File: config.mk
export PLATFORM = sky130hd
export DESIGN_NAME = dbg_trig_match
export DESIGN_NICKNAME = d
export VERILOG_FILES = /design/src/rtl/dtm_pkg.sv /design/src/rtl/dtm_regs.sv /design/src/rtl/dtm_cmp.sv /design/src/rtl/dtm_resolve.sv /design/src/rtl/dbg_trig_match.sv
export SDC_FILE = /design/constraint.sdc
export NUM_CORES = 2
export LEC_CHECK = 0
export CORE_MARGIN = 10
export CORE_UTILIZATION = 50
export DETAILED_ROUTE_END_ITERATION = 12
export DONT_BUFFER_PORTS = 1
export PLACE_DENSITY = 0.62
export REMOVE_ABC_BUFFERS = 1
export SLEW_MARGIN = 20
export SYNTH_ARGS = -nofsm -noshare
export SYNTH_HDL_FRONTEND = slang
export SYNTH_HIERARCHICAL = 1
export SYNTH_SLANG_ARGS = --single-unit
File: constraint.sdc
create_clock -name clk -period 7.7 [get_ports clk]
set_input_delay 1.155 -clock clk [delete_from_list [all_inputs] [get_ports clk]]
set_output_delay 1.155 -clock clk [all_outputs]
set_load 0.02 [all_outputs]
File: src/rtl/dtm_pkg.sv
`timescale 1ns/1ps
package dtm_pkg;
   localparam int CTRL_W = 16;
   localparam int ACT_W  = 4;

   typedef enum logic [2:0] {
      MD_EQ    = 3'd0,
      MD_NAPOT = 3'd1,
      MD_GE    = 3'd2,
      MD_LT    = 3'd3,
      MD_MLO   = 3'd4,
      MD_MHI   = 3'd5
   } trig_mode_e;

   typedef enum logic [1:0] {
      OP_EXEC  = 2'd0,
      OP_STORE = 2'd1,
      OP_LOAD  = 2'd2
   } trig_op_e;

   localparam logic [1:0] PRIV_U = 2'd0;
   localparam logic [1:0] PRIV_S = 2'd1;
   localparam logic [1:0] PRIV_M = 2'd3;

   // control word, MSB first: action, spare, chain, mode, select, enables
   typedef struct packed {
      logic [ACT_W-1:0] action;
      logic             spare;
      logic             chain;
      logic [2:0]       mode;
      logic             sel_data;
      logic             en_ex;
      logic             en_st;
      logic             en_ld;
      logic             en_m;
      logic             en_s;
      logic             en_u;
   } trig_ctrl_t;
endpackage

File: src/rtl/dtm_regs.sv
`timescale 1ns/1ps
module dtm_regs
   import dtm_pkg::*;
#(
   parameter int XLEN     = 64,
   parameter int NUM_TRIG = 4,
   parameter int IDX_W    = 2
) (
   input  logic             clk,
   input  logic             rst_n,
   input  logic             wr_en,
   input  logic [IDX_W-1:0] wr_idx,
   input  logic             wr_is_cmp,
   input  logic [XLEN-1:0]  wr_data,
   output trig_ctrl_t       ctrl_o [NUM_TRIG],
   output logic [XLEN-1:0]  cmp_o  [NUM_TRIG]
);
   for (genvar g = 0; g < NUM_TRIG; g++) begin : g_slot
      logic sel_me;
      assign sel_me = wr_en && (wr_idx == IDX_W'(g));

      always_ff @(posedge clk) begin
         if (!rst_n) begin
            ctrl_o[g] <= '0;
            cmp_o[g]  <= '0;
         end else if (sel_me) begin
            if (wr_is_cmp) cmp_o[g]  <= wr_data;
            else           ctrl_o[g] <= trig_ctrl_t'(wr_data[CTRL_W-1:0]);
         end
      end
   end
endmodule

File: src/rtl/dtm_cmp.sv
`timescale 1ns/1ps
module dtm_cmp
   import dtm_pkg::*;
#(
   parameter int XLEN       = 64,
   parameter bit HAS_NARROW = 1'b1
) (
   input  logic [5:0]      en_bits,
   input  logic            sel_data,
   input  logic [2:0]      mode,
   input  logic [XLEN-1:0] cmp,
   input  logic [1:0]      op,
   input  logic [1:0]      priv,
   input  logic [XLEN-1:0] addr,
   input  logic [XLEN-1:0] data,
   input  logic            narrow,
   output logic            match
);
   localparam int HALF = XLEN / 2;

   logic            op_ok, priv_ok, cmp_ok;
   logic [XLEN-1:0] raw_val, val, mask, hi_val, low_ign;

   // enable filters: en_bits = {ex, st, ld, m, s, u}
   always_comb begin
      unique case (op)
         OP_EXEC:  op_ok = en_bits[5];
         OP_STORE: op_ok = en_bits[4];
         OP_LOAD:  op_ok = en_bits[3];
         default:  op_ok = 1'b0;
      endcase
      unique case (priv)
         PRIV_M:  priv_ok = en_bits[2];
         PRIV_S:  priv_ok = en_bits[1];
         PRIV_U:  priv_ok = en_bits[0];
         default: priv_ok = 1'b0;
      endcase
   end

   assign raw_val = sel_data ? data : addr;

   if (HAS_NARROW) begin : g_narrow
      assign val    = narrow ? {{(XLEN-32){1'b0}}, raw_val[31:0]} : raw_val;
      assign mask   = narrow ? (cmp >> 16) : (cmp >> HALF);
      assign hi_val = narrow ? (val >> 16) : (val >> HALF);
   end else begin : g_wide
      logic unused_narrow;
      assign unused_narrow = narrow;
      assign val    = raw_val;
      assign mask   = cmp >> HALF;
      assign hi_val = val >> HALF;
   end

   // bits below the first zero of the compare value
   assign low_ign = cmp & ~(cmp + XLEN'(1));

   always_comb begin
      unique case (mode)
         MD_EQ:    cmp_ok = (val == cmp);
         MD_NAPOT: cmp_ok = (((val ^ cmp) & ~low_ign) == '0);
         MD_GE:    cmp_ok = (val >= cmp);
         MD_LT:    cmp_ok = (val < cmp);
         MD_MLO:   cmp_ok = ((val & mask) == (cmp & mask));
         MD_MHI:   cmp_ok = ((hi_val & mask) == (cmp & mask));
         default:  cmp_ok = 1'b0;
      endcase
   end

   assign match = op_ok && priv_ok && cmp_ok;
endmodule

File: src/rtl/dtm_resolve.sv
`timescale 1ns/1ps
module dtm_resolve #(
   parameter int NUM_TRIG = 4,
   parameter int IDX_W    = 2
) (
   input  logic [NUM_TRIG-1:0] match,
   input  logic [NUM_TRIG-1:0] chain,
   output logic                hit,
   output logic [IDX_W-1:0]    idx
);
   logic grp_ok;

   always_comb begin
      grp_ok = 1'b1;
      hit    = 1'b0;
      idx    = '0;
      for (int i = 0; i < NUM_TRIG; i++) begin
         if (!hit && grp_ok && match[i] && !chain[i]) begin
            hit = 1'b1;
            idx = IDX_W'(i);
         end
         grp_ok = chain[i] ? (grp_ok & match[i]) : 1'b1;
      end
   end
endmodule

File: src/rtl/dbg_trig_match.sv
`timescale 1ns/1ps
module dbg_trig_match
   import dtm_pkg::*;
#(
   parameter int  XLEN       = 64,
   parameter int  NUM_TRIG   = 4,
   parameter bit  HAS_NARROW = 1'b1,
   localparam int IDX_W      = (NUM_TRIG > 1) ? $clog2(NUM_TRIG) : 1
) (
   input  logic             clk,
   input  logic             rst_n,
   input  logic             wr_en,
   input  logic [IDX_W-1:0] wr_idx,
   input  logic             wr_is_cmp,
   input  logic [XLEN-1:0]  wr_data,
   input  logic             req_valid,
   input  logic [1:0]       req_op,
   input  logic [1:0]       req_priv,
   input  logic [XLEN-1:0]  req_addr,
   input  logic [XLEN-1:0]  req_data,
   input  logic             req_narrow,
   input  logic             dbg_mode,
   output logic             hit,
   output logic [IDX_W-1:0] hit_idx,
   output logic [ACT_W-1:0] hit_action
);
   if (XLEN < CTRL_W || (XLEN % 2) != 0) begin : g_bad_xlen
      $error("dbg_trig_match: XLEN must be even and at least CTRL_W");
   end
   if (HAS_NARROW && XLEN < 32) begin : g_bad_narrow
      $error("dbg_trig_match: narrow mode needs XLEN >= 32");
   end
   if (NUM_TRIG < 2 || NUM_TRIG > 16 || (1 << IDX_W) != NUM_TRIG) begin : g_bad_num
      $error("dbg_trig_match: NUM_TRIG must be a power of two in 2..16");
   end

   trig_ctrl_t                  ctrl [NUM_TRIG];
   logic [XLEN-1:0]             cmpv [NUM_TRIG];
   logic [NUM_TRIG-1:0]         match_v, chain_v, spare_v;
   logic [NUM_TRIG*CTRL_W-1:0]  ctrl_flat;
   logic                        res_hit;
   logic [IDX_W-1:0]            res_idx;
   logic                        unused_spare;

   dtm_regs #(.XLEN(XLEN), .NUM_TRIG(NUM_TRIG), .IDX_W(IDX_W)) u_regs (
      .clk       (clk),
      .rst_n     (rst_n),
      .wr_en     (wr_en),
      .wr_idx    (wr_idx),
      .wr_is_cmp (wr_is_cmp),
      .wr_data   (wr_data),
      .ctrl_o    (ctrl),
      .cmp_o     (cmpv)
   );

   for (genvar g = 0; g < NUM_TRIG; g++) begin : g_trig
      dtm_cmp #(.XLEN(XLEN), .HAS_NARROW(HAS_NARROW)) u_cmp (
         .en_bits  ({ctrl[g].en_ex, ctrl[g].en_st, ctrl[g].en_ld,
                     ctrl[g].en_m,  ctrl[g].en_s,  ctrl[g].en_u}),
         .sel_data (ctrl[g].sel_data),
         .mode     (ctrl[g].mode),
         .cmp      (cmpv[g]),
         .op       (req_op),
         .priv     (req_priv),
         .addr     (req_addr),
         .data     (req_data),
         .narrow   (req_narrow),
         .match    (match_v[g])
      );
      assign chain_v[g] = ctrl[g].chain;
      assign spare_v[g] = ctrl[g].spare;
      assign ctrl_flat[g*CTRL_W +: CTRL_W] = ctrl[g];
   end

   assign unused_spare = |spare_v;

   dtm_resolve #(.NUM_TRIG(NUM_TRIG), .IDX_W(IDX_W)) u_resolve (
      .match (match_v),
      .chain (chain_v),
      .hit   (res_hit),
      .idx   (res_idx)
   );

   always_ff @(posedge clk) begin
      if (!rst_n) begin
         hit        <= 1'b0;
         hit_idx    <= '0;
         hit_action <= '0;
      end else if (req_valid && !dbg_mode && res_hit) begin
         hit        <= 1'b1;
         hit_idx    <= res_idx;
         hit_action <= ctrl[res_idx].action;
      end else begin
         hit        <= 1'b0;
         hit_idx    <= '0;
         hit_action <= '0;
      end
   end
endmodule

==> results_dict.tcl <==
set metrics [dict create \
    chipHeight_microns 279 \
    area.sequential_sq_um 6480 \
    postRouteWirelength_microns 183000 \
    powerDensity_nw_per_um2 141 \
    nNetsFinal 4445 \
    die_w_microns 279 \
    placedCellCount 4743 \
    routed_via_density 7.22 \
    dpl.hpwl_microns 145000 \
    clk_pin_slew_ns 0.06 \
    p_leak_nw 13.9 \
    max-vdd-ir-drop_uv 200 \
    outcome "finished, violations left" \
    grt_max_degree 382 \
    detail-route-antenna-nets 0 \
    htreeDepth 2 \
    tns_ns 0 \
    fin_crit_ns 6.87 \
    cts_sinks 323 \
    clock_path_buffers 3 \
    fmax_mhz 146 \
    drtIter0Drc 6327 \
    row_count 95 \
    numCtsBuffers 42 \
    io_buffers 0 \
    drive_above_1_share_pct 8.64 \
    endpoint_kind "flip-flop" \
    cts_resized 0 \
    cts_tree "yes" \
    fin_crit_sh_pct 89.2 \
    startpoint_type "input port" \
    grtUsageTotal_pct 44.7 \
    postCtsHoldBufs 0 \
    path_max_fanout 367 \
    slew_headroom_pct -13.4 \
    final_common_cell "mux2i_1" \
    yosysWarnings 6 \
    instances_no_fill 4830 \
    drt_first_pass_iters 8 \
    grt_overflow 0 \
    fin_util_pct 52.9 \
    grt_pass1_wl_microns 248000 \
    hold_path.class "reg -> reg" \
    post-cts-setup-buffers 0 \
    grt_pass1_vias 31878 \
    cp.required_ns 8.19 \
    wl_per_cell_microns 37.9 \
    antenna_found_initial 10 \
    rsz0062_at_grt "no" \
    critical_path_arrival_ns 7.36 \
    multi_input_area_sq_um 24900 \
    dieArea_sq_um 78000 \
    syn_to_final_growth_pct 5.21 \
    root_buffer "clkbuf_16" \
    violations "max-slew violations" \
    start_util_pct 50.2 \
    clk_latency_ns 0.59 \
    syn_avg_cell_area_sq_um 8.33 \
    fin_skew_ns 0.0317 \
    core_sq_um 66900 \
    synthCells 4038 \
    finalHoldViolations 0 \
    holdWs_ns 0.458 \
    setup.worst_path.class "in -> reg" \
    setup_violations 0 \
    drc 0 \
    worst_slew_pin_slew_ns 1.70 \
    gp_congestion 1.08 \
    mostFrequentLayoutCells "mux2i_1 (628), nand2_1 (543), ha_1 (326), dfxtp_1 (319), inv_1 (315)" \
    vias 34857 \
    n_fill_cell 6436 \
    drv_slew 84 \
    maxCapViolations 0 \
    syn_area_sq_um 33600 \
    pin_count 212 \
]
state kept, by name, summed over array words and instances (netlist names):
signal	count
hit_idx	2
hit	1
u_regs/cmp_o	256
u_regs/ctrl_o	60
hit_action	4
path summary, 6_finish.rpt:
path / start / to / slack, ns / cells after the start
worst max register to register: u_regs/ctrl_o[38] / hit_action[0] / 1.30 / 17
worst max-delay path: req_narrow / hit_action[0] / 0.83 / 16
worst min register to register: u_regs/ctrl_o[1] / u_regs/ctrl_o[1] / 0.46 / 2
worst min-delay path: u_regs/ctrl_o[1] / u_regs/ctrl_o[1] / 0.46 / 2
per-layer routing:
metal | vias up | GRT usage, % | wire, microns
li1 | 14571 | - | -
met1 | 16748 | 57.9 | 71600
met2 | 2941 | 57.5 | 66800
met3 | 581 | 23.3 | 32200
met4 | 16 | 25.4 | 12600
met5 | - | 0.960 | 166
layout make-up:
cell class | count | share of cell area, %
Multi-Input combinational cell | 3193 | 70.3
Sequential cell | 323 | 18.3
Inverter | 317 | 3.36
Clock buffer | 52 | 3.22
Tap cell | 873 | 3.09
Timing Repair Buffer | 37 | 0.856
Clock inverter | 26 | 0.778
Antenna cell | 9 | 0.0637
critical path, stage by stage:
cell and delay (ns):
nor2_1 0.84, ha_1 0.44, nand2_1 0.09, o21ai_0 0.10, a221oi_1 0.51, o21ai_0 0.17, a211oi_1 0.96, mux2i_1 0.16
o21ai_0 0.47, o211ai_2 0.37, nor2b_4 0.23, o21ai_2 0.17, or2_1 0.13, a31o_1 0.29, mux4_1 0.58, and2_1 0.16
power by group:
part           total [mW]  internal [mW]  switching (mW)
sequential           1.79           1.71          0.0857
clock                2.07           1.17           0.892
combinational        1.14          0.440           0.703
per-stage QoR:
step | worst slack (ns) | area, sq um | power [mW]
after global placement | 1.45 | 33900 | 2.90
after global routing | 1.25 | 35400 | 5.09
after floorplan | 1.33 | 32500 | 2.49
after CTS | 1.60 | 35400 | 4.93
final | 0.830 | 35400 | 5.00
after detailed placement | 1.39 | 33900 | 2.89
No activity file was read; power rests on OpenSTA's default activity.
